--- src/rtl/bytectr16_pkg.sv ---
package bytectr16_pkg;
  localparam int BUS_W = 8;
  localparam int CNT_W = 2 * BUS_W;
  localparam int N_PRE = 4;

  typedef enum logic [2:0] {
    SRC_OFF      = 3'd0,
    SRC_SYSCLK   = 3'd1,
    SRC_PRE0     = 3'd2,
    SRC_PRE1     = 3'd3,
    SRC_PRE2     = 3'd4,
    SRC_PRE3     = 3'd5,
    SRC_PIN_FALL = 3'd6,
    SRC_PIN_RISE = 3'd7
  } tick_src_e;

  localparam logic ADDR_LO = 1'b0;
  localparam logic ADDR_HI = 1'b1;
endpackage

--- src/rtl/tick_select.sv ---
module tick_select
  import bytectr16_pkg::*;
#(
  parameter int SYNC_STAGES = 2
) (
  input  logic             clk,
  input  logic             rst_n,
  input  logic [2:0]       sel,
  input  logic [N_PRE-1:0] pre_stb,
  input  logic             ext_pin,
  output logic             tick
);
  localparam int SH_W = SYNC_STAGES + 1;

  logic [SH_W-1:0] pin_sh;
  logic            pin_rise, pin_fall;

  always_ff @(posedge clk or negedge rst_n) begin
    if (!rst_n) pin_sh <= '0;
    else        pin_sh <= {pin_sh[SH_W-2:0], ext_pin};
  end

  assign pin_rise =  pin_sh[SYNC_STAGES-1] & ~pin_sh[SYNC_STAGES];
  assign pin_fall = ~pin_sh[SYNC_STAGES-1] &  pin_sh[SYNC_STAGES];

  always_comb begin
    unique case (tick_src_e'(sel))
      SRC_OFF:      tick = 1'b0;
      SRC_SYSCLK:   tick = 1'b1;
      SRC_PRE0:     tick = pre_stb[0];
      SRC_PRE1:     tick = pre_stb[1];
      SRC_PRE2:     tick = pre_stb[2];
      SRC_PRE3:     tick = pre_stb[3];
      SRC_PIN_FALL: tick = pin_fall;
      SRC_PIN_RISE: tick = pin_rise;
      default:      tick = 1'b0;
    endcase
  end

  // a rising-edge tick needs the pin high two edges earlier
  assert_pin_rise_lat_R10: assert property (@(posedge clk) disable iff (!rst_n)
    (sel == SRC_PIN_RISE && tick) |-> $past(ext_pin, 2));
  // a falling-edge tick needs the pin low two edges earlier
  assert_pin_fall_lat_R10: assert property (@(posedge clk) disable iff (!rst_n)
    (sel == SRC_PIN_FALL && tick) |-> !$past(ext_pin, 2));
endmodule

--- src/rtl/byte_port.sv ---
module byte_port
  import bytectr16_pkg::*;
(
  input  logic             clk,
  input  logic             rst_n,
  input  logic             addr,
  input  logic             wr,
  input  logic             rd,
  input  logic [BUS_W-1:0] wdata,
  input  logic [CNT_W-1:0] cnt,
  output logic [BUS_W-1:0] rdata,
  output logic             load,
  output logic [CNT_W-1:0] load_val
);
  logic [BUS_W-1:0] hold;

  always_ff @(posedge clk or negedge rst_n) begin
    if (!rst_n)
      hold <= '0;
    else if (wr && addr == ADDR_HI)
      hold <= wdata;
    else if (rd && !wr && addr == ADDR_LO)
      hold <= cnt[CNT_W-1:BUS_W];
  end

  assign rdata    = (addr == ADDR_HI) ? hold : cnt[BUS_W-1:0];
  assign load     = wr && (addr == ADDR_LO);
  assign load_val = {hold, wdata};

  // a high-byte write lands in the holding register
  assert_hold_write_R4: assert property (@(posedge clk) disable iff (!rst_n)
    (wr && addr == ADDR_HI) |=> (hold == $past(wdata)));
  // a low-byte read snapshots the counter high byte
  assert_snapshot_R5: assert property (@(posedge clk) disable iff (!rst_n)
    (rd && !wr && addr == ADDR_LO) |=> (hold == $past(cnt[CNT_W-1:BUS_W])));
endmodule

--- src/rtl/count_core.sv ---
module count_core
  import bytectr16_pkg::*;
(
  input  logic             clk,
  input  logic             rst_n,
  input  logic             tick,
  input  logic             down,
  input  logic             clr,
  input  logic             load,
  input  logic [CNT_W-1:0] load_val,
  input  logic             ovf_clr,
  output logic [CNT_W-1:0] cnt,
  output logic             at_top,
  output logic             at_bottom,
  output logic             ovf
);
  localparam logic [CNT_W-1:0] TOP_VAL = {CNT_W{1'b1}};

  logic wrap_up;

  assign wrap_up = tick && !down && !clr && !load && (cnt == TOP_VAL);

  always_ff @(posedge clk or negedge rst_n) begin
    if (!rst_n)          cnt <= '0;
    else if (load)       cnt <= load_val;
    else if (clr)        cnt <= '0;
    else if (tick)       cnt <= down ? cnt - 1'b1 : cnt + 1'b1;
  end

  always_ff @(posedge clk or negedge rst_n) begin
    if (!rst_n)       ovf <= 1'b0;
    else if (wrap_up) ovf <= 1'b1;
    else if (ovf_clr) ovf <= 1'b0;
  end

  assign at_top    = (cnt == TOP_VAL);
  assign at_bottom = (cnt == '0);

  // a bus load beats clear and tick
  assert_write_wins_R7: assert property (@(posedge clk) disable iff (!rst_n)
    load |=> (cnt == $past(load_val)));
  // clear without a load gives zero
  assert_clear_R3: assert property (@(posedge clk) disable iff (!rst_n)
    (clr && !load) |=> (cnt == '0));
  // no tick, no clear, no load: counter holds
  assert_idle_hold_R8: assert property (@(posedge clk) disable iff (!rst_n)
    (!tick && !clr && !load) |=> $stable(cnt));
  // overflow rises only after an upward step from all ones
  assert_ovf_cause_R12: assert property (@(posedge clk) disable iff (!rst_n)
    $rose(ovf) |-> ($past(cnt) == TOP_VAL && !$past(down) && cnt == '0));
endmodule

--- src/rtl/bytectr16_top.sv ---
module bytectr16_top
  import bytectr16_pkg::*;
#(
  parameter int SYNC_STAGES = 2
) (
  input  logic             clk,
  input  logic             rst_n,
  input  logic             bus_addr,
  input  logic             bus_wr,
  input  logic             bus_rd,
  input  logic [BUS_W-1:0] bus_wdata,
  output logic [BUS_W-1:0] bus_rdata,
  input  logic [2:0]       clk_sel,
  input  logic [N_PRE-1:0] pre_stb,
  input  logic             ext_pin,
  input  logic             cnt_down,
  input  logic             cnt_clear,
  input  logic             ovf_clr,
  output logic             at_top,
  output logic             at_bottom,
  output logic             ovf_flag
);
  logic             tick;
  logic             load;
  logic [CNT_W-1:0] load_val;
  logic [CNT_W-1:0] cnt;

  tick_select #(.SYNC_STAGES(SYNC_STAGES)) u_tick (
    .clk     (clk),
    .rst_n   (rst_n),
    .sel     (clk_sel),
    .pre_stb (pre_stb),
    .ext_pin (ext_pin),
    .tick    (tick)
  );

  byte_port u_port (
    .clk      (clk),
    .rst_n    (rst_n),
    .addr     (bus_addr),
    .wr       (bus_wr),
    .rd       (bus_rd),
    .wdata    (bus_wdata),
    .cnt      (cnt),
    .rdata    (bus_rdata),
    .load     (load),
    .load_val (load_val)
  );

  count_core u_core (
    .clk       (clk),
    .rst_n     (rst_n),
    .tick      (tick),
    .down      (cnt_down),
    .clr       (cnt_clear),
    .load      (load),
    .load_val  (load_val),
    .ovf_clr   (ovf_clr),
    .cnt       (cnt),
    .at_top    (at_top),
    .at_bottom (at_bottom),
    .ovf       (ovf_flag)
  );

  // the two status flags never agree on a true value
  assert_flags_excl_R11: assert property (@(posedge clk) disable iff (!rst_n)
    !(at_top && at_bottom));
endmodule

--- config.mk ---
export PLATFORM = sky130hd
export DESIGN_NAME = bytectr16_top
export DESIGN_NICKNAME = d
export VERILOG_FILES = /design/src/rtl/bytectr16_pkg.sv /design/src/rtl/tick_select.sv /design/src/rtl/byte_port.sv /design/src/rtl/count_core.sv /design/src/rtl/bytectr16_top.sv
export SDC_FILE = /design/constraint.sdc
export NUM_CORES = 1
export LEC_CHECK = 0
export ABC_CLOCK_PERIOD_IN_PS = 6700
export BUFFER_PORTS_ARGS = -buffer_cell sky130_fd_sc_hd__buf_4
export CORE_MARGIN = 4
export CORE_UTILIZATION = 25
export CTS_CLUSTER_SIZE = 16
export DETAILED_ROUTE_END_ITERATION = 7
export PLACE_DENSITY_LB_ADDON = 0.08
export SLEW_MARGIN = 20
export SYNTH_ARGS = -nofsm -noshare
export SYNTH_HDL_FRONTEND = slang
export SYNTH_SLANG_ARGS = --single-unit
--- constraint.sdc ---
create_clock -name clk -period 6.7 [get_ports clk]
set_clock_uncertainty 0.2 [all_clocks]
set_input_delay 1.005 -clock clk [delete_from_list [all_inputs] [get_ports clk]]
set_output_delay 1.005 -clock clk [all_outputs]
set_load 0.01 [all_outputs]
==> results of run 1 <==
==> worst max-delay path: stages <==
cell and delay (ns):
buf_4 0.21, inv_1 0.12, fa_1 0.48, inv_1 0.10, a21oi_1 0.06, o21ai_0 0.17, a21oi_1 0.16, o41ai_1 0.43
mux2i_1 0.24, nand2_1 0.06
==> cells in the mapped netlist, types with 2 or more instances <==
cell type | number | area, µm²
a32oi_1 | 5 | 43.8
a31o_1 | 2 | 17.5
o41ai_1 | 2 | 17.5
a211oi_1 | 2 | 15.0
clkbuf_1 | 7 | 26.3
nor4_1 | 5 | 31.3
nand3_1 | 3 | 15.0
a21oi_1 | 22 | 110
nor2b_1 | 5 | 31.3
dfrtp_1 | 28 | 701
a31oi_1 | 2 | 12.5
nand2b_1 | 3 | 18.8
o21ai_0 | 26 | 130
o21bai_1 | 3 | 22.5
a21o_1 | 9 | 67.6
o31ai_1 | 2 | 15.0
a22o_1 | 4 | 35.0
inv_1 | 11 | 41.3
nor3_1 | 2 | 10.0
mux2_2 | 14 | 158
nand4_1 | 8 | 50.1
nor2_1 | 10 | 37.5
xnor2_1 | 9 | 78.8
mux2i_1 | 12 | 120
xor2_1 | 3 | 26.3
ha_1 | 14 | 175
and2_1 | 2 | 12.5
nand2_1 | 28 | 105
==> per-layer routing <==
layer / GRT usage / vias up / part of all wire
met5: 0 / - / 0
met4: 0.0285 / 0 / 0.0088
met3: 0.0137 / 5 / 0.031
met2: 0.202 / 53 / 0.46
met1: 0.199 / 1000 / 0.50
li1: - / 1059 / -
==> power by group <==
part	internal, mW	switching, mW
logic	0.124	0.154
registers	0.193	0.0385
clock network	0.0528	0.0587
total	0.371	0.251
==> worst min-delay path by stage <==
stage / slack [ns] / end / cells after the start / start
finish: 0.16 / u_tick.pin_sh[1] / 0 / u_tick.pin_sh[0]
global route: 0.18 / u_tick.pin_sh[1] / 0 / u_tick.pin_sh[0]
CTS: 0.16 / u_tick.pin_sh[1] / 0 / u_tick.pin_sh[0]
detailed placement: 0.14 / u_tick.pin_sh[1] / 0 / u_tick.pin_sh[0]
global placement: 0.14 / u_tick.pin_sh[1] / 0 / u_tick.pin_sh[0]
floorplan: 0.13 / u_tick.pin_sh[1] / 0 / u_tick.pin_sh[0]
==> area by class of cell <==
type	instances	area, µm²
fillers	958	6130
multi-input cells	214	1510
flip-flops and latches	28	701
repair buffers	37	278
well taps	108	135
clock buffers	4	55.1
inverters	11	41.3
==> through the flow <==
step                power [mW]  cell area (µm²)  utilization
floorplan                0.415             2310            -
global placement         0.520             2660        0.301
detailed placement       0.512             2670        0.301
CTS                      0.625             2720        0.307
global route             0.664             2720        0.307
finish                   0.621             2720        0.307
==> registers in the layout (all words and copies together), names as in the netlist <==
name	cells
u_core.cnt	16
u_core.ovf	1
u_port.hold	8
u_tick.pin_sh	3
==> cells by family after synthesis <==
logic type      Yosys count  share of synthesized area
compound gates           89                      0.249
xor+xnor                 12                     0.0455
fa+ha+maj                15                     0.0846
buf+inv                  23                     0.0434
flops                    28                      0.304
mux                      26                      0.120
simple gates             72                      0.153
==> impl_metrics.ini, run 1 <==
[yosys]
syn_nets = 304
ys_async_sr_fraction = 1.00
yosysSeqAreaShare = 0.304
synth_cell_type_count = 50
yosysWarnings = 0
synth_flop_cell = dfrtp_1
synth_edf_count = 0
synth_area_um2 = 2310
ys_ff_latch = 28
syn_inst = 265
synth.avg_cell_area_um2 = 8.71

[floorplan]
dieArea_um2 = 10800
ios = 35
initial_core_util = 0.261
core-area_um2 = 8850
die_w_um = 104
die_h_um = 104
core.rowCount = 34

[critical_path]
r2r_cells = 8
crit_required_ns = 6.68
worstSetupEndpoint = u_core.cnt[14]
regToRegEndpoint = u_core.cnt[15]
crit_arrival_ns = 3.06
crit_fanout = 16
r2r-start = u_core.cnt[6]
start_kind = primary input
critPathLaunch = cnt_down
path_class = primary input to flop
end_kind = flop
rrSetupSlack_ns = 4.15

[clock_tree]
clock-sinks = 28
cts_root_buf = clkbuf_8
post_cts_buffers = 0
cts_max_level = 1
cts_buffers = 3
cts_buffer_depth = 2
clkTransAtPathRegs_ns = 0.11
cts_tree = built
clock_latency_ns = 0.28
ctsHoldBuffers = 0
cts_repair_resize_count = 0

[sta]
setup_tns_ns = 0
hold_viol = 0
period_share = 0.461
postLayoutSetupSlackWorst_ns = 3.61
worst_pin_slew_ns = 0.605
fmax_mhz = 324
maxSlewHeadroom = 0.595
whs_ns = 0.162
finalCriticalPeriod_ns = 3.09
final_max_slew_viol_count = 0
setup_viol = 0
grt_setup_unrepaired = no

[placement]
dp_cells = 398
port_buffers = 34
gp_congestion = 0.797
place_ws_ns = 3.30
hpwl_um = 5630

[global_route]
grt_overflow = 0
grt.total_usage = 0.132
grt_first_pass_wirelength_um = 11500
first_global_vias = 2015
grt_max_degree = 30
antenna_found_initial = 0

[finish]
antenna_cells = 0
instances_no_fill = 402
layout_commonest_cell = buf_4
fin_nets = 334
drive_gt1_frac = 0.201
layout_common_cells = buf_4 (37), nand2_1 (28), dfrtp_1 (28)
syn2layout_area_growth_pct = 17.8

[routing]
first_iter_violations = 149
wirelength_um = 7270
ant_nets = 0
wl_per_cell_um = 18.1
drt_pass1_iterations = 4
via_count = 2117
drc = 0
vias_per_cell = 5.27

[worst_hold_path]
holdCritPathClass = flop to flop

[pwr]
pwr_density_cell_nw_per_um2 = 228
power.leakage_nw = 1.22
ir_worst_vdd_uv = 77.9

[job]
cap_violations = 0

[run_status]
status = complete, no violations
No activity file was read; power rests on OpenSTA's default activity.
==> run 2: changes to the inputs <==
--- a/config.mk
+++ b/config.mk
@@ -5,7 +5,7 @@
 export SDC_FILE = /design/constraint.sdc
 export NUM_CORES = 1
 export LEC_CHECK = 0
-export ABC_CLOCK_PERIOD_IN_PS = 6700
+export ABC_CLOCK_PERIOD_IN_PS = 3200
 export BUFFER_PORTS_ARGS = -buffer_cell sky130_fd_sc_hd__buf_4
 export CORE_MARGIN = 4
 export CORE_UTILIZATION = 25
==> constraint.sdc (replaced) <==
create_clock -name clk -period 3.2 [get_ports clk]
set_clock_uncertainty 0.2 [all_clocks]
set_input_delay 0.48 -clock clk [delete_from_list [all_inputs] [get_ports clk]]
set_output_delay 0.48 -clock clk [all_outputs]
set_load 0.01 [all_outputs]
==> run 2 against run 1 <==
Compared with the run above: cell count grew 0.50%; highest routed layer unchanged; non-clock buffer count grew 2; cell area grew 0.55%.
==> impl_metrics.ini, run 2 (synthesis gave the netlist of run 1 again) <==
[sta]
setup_tns_ns = 0
finalCriticalPeriod_ns = 2.63
whs_ns = 0.103
grt_setup_unrepaired = no
hold_viol = 0
final_max_slew_viol_count = 0
setup_viol = 0
fmax_mhz = 380
postLayoutSetupSlackWorst_ns = 0.569
period_share = 0.822
worst_pin_slew_ns = 0.514
maxSlewHeadroom = 0.654

[floorplan]
die_w_um = 104
dieArea_um2 = 10800
ios = 35
die_h_um = 104
initial_core_util = 0.261
core.rowCount = 34
core-area_um2 = 8850

[routing]
ant_nets = 0
wirelength_um = 7370
vias_per_cell = 5.25
via_count = 2123
first_iter_violations = 95
drc = 0
wl_per_cell_um = 18.2
drt_pass1_iterations = 4

[placement]
place_ws_ns = 0.240
port_buffers = 34
dp_cells = 399
hpwl_um = 5630
placed_cell_area_um2 = 2670
gp_congestion = 0.795

[critical_path]
crit_buf_inv = 3
path_class = primary input to flop
cpPeakStageDelay_ns = 0.51
cpLargestDelayFamily = compound AO/OA/AOI/OAI gates
rrSetupSlack_ns = 0.59
slowest_stage = o41ai_1
crit_arrival_ns = 2.61
crit_chain = buf_4 -> inv_1 -> fa_1 -> inv_1 -> a21oi_1 -> o21ai_0 -> a21oi_1 -> o41ai_1 -> mux2i_1 -> nand2_1
r2r-start = u_core.cnt[0]
crit_required_ns = 3.18
start_kind = primary input
crit_fanout = 16
end_kind = flop
critPathLaunch = cnt_down

[finish]
syn2layout_area_growth_pct = 18.5
largest-register = u_core.cnt
fillers = 956
largest_reg_flops = 16
antenna_cells = 0
instances_no_fill = 404
top_regs = u_core.cnt x16, u_port.hold x8, u_tick.pin_sh x3
fin_nets = 336
drive_gt1_frac = 0.199
final_core_util = 0.309
layout_commonest_cell = buf_4
design_area_um2 = 2740
layout_common_cells = buf_4 (38), nand2_1 (28), dfrtp_1 (28)

[global_route]
grt_max_degree = 30
grt.total_usage = 0.136
first_global_vias = 2125
grt_first_pass_wirelength_um = 11900
grt_overflow = 0
antenna_found_initial = 0

[clock_tree]
cts_tree = built
post_cts_buffers = 0
cts_max_level = 1
cts_buffers = 3
clock_latency_ns = 0.28
cts_buffer_depth = 2
clkTransAtPathRegs_ns = 0.11
clock-sinks = 28
cts_repair_resize_count = 0
ctsHoldBuffers = 1
cts_root_buf = clkbuf_8

[run_status]
status = complete, no violations

[pwr]
p_total_mw = 1.30
ir_worst_vdd_uv = 188
pwr_density_cell_nw_per_um2 = 476
power.leakage_nw = 1.23

[worst_hold_path]
holdCritPathClass = primary input to flop
hold_start = ext_pin

[job]
cap_violations = 0
-- run 2: changes by cell type in the layout (fill, tap and decap cells not counted) --
cell / delta
buf_4: +1
dlygate4sd3_1: +1
nor2b_1: +1
nor2b_2: -1
-- run 2: area by class of cell --
cell class | instances | area, µm² | area share
multi-input cells | 214 | 1510 | 0.551
inverters | 11 | 41.3 | 0.0151
clock buffers | 4 | 55.1 | 0.0201
well taps | 108 | 135 | 0.0494
repair buffers | 39 | 295 | 0.108
flip-flops and latches | 28 | 701 | 0.256
-- run 2: final timing paths --
kind                            cells past startpoint          endpoint
worst max-delay path                               10    u_core.cnt[14]
worst min-delay path                                1  u_tick.pin_sh[0]
worst max register to register                      9    u_core.cnt[14]
worst min register to register                      0  u_tick.pin_sh[1]
max in group asynchronous                           2     u_core.cnt[3]
min in group asynchronous                           2    u_port.hold[0]
-- run 2: power breakdown --
part / leakage (nW) / switching, mW / internal (mW)
combinational: 0.847 / 0.321 / 0.261
sequential: 0.356 / 0.0824 / 0.405
clock: 0.0288 / 0.122 / 0.110
total: 1.23 / 0.526 / 0.777
-- run 2: layer usage --
layer / wire [µm] / vias up / global-route usage
met5: 0 / - / 0
met4: 109 / 0 / 0.0418
met3: 328 / 12 / 0.0137
met2: 3360 / 57 / 0.210
met1: 3570 / 997 / 0.199
li1: - / 1057 / -
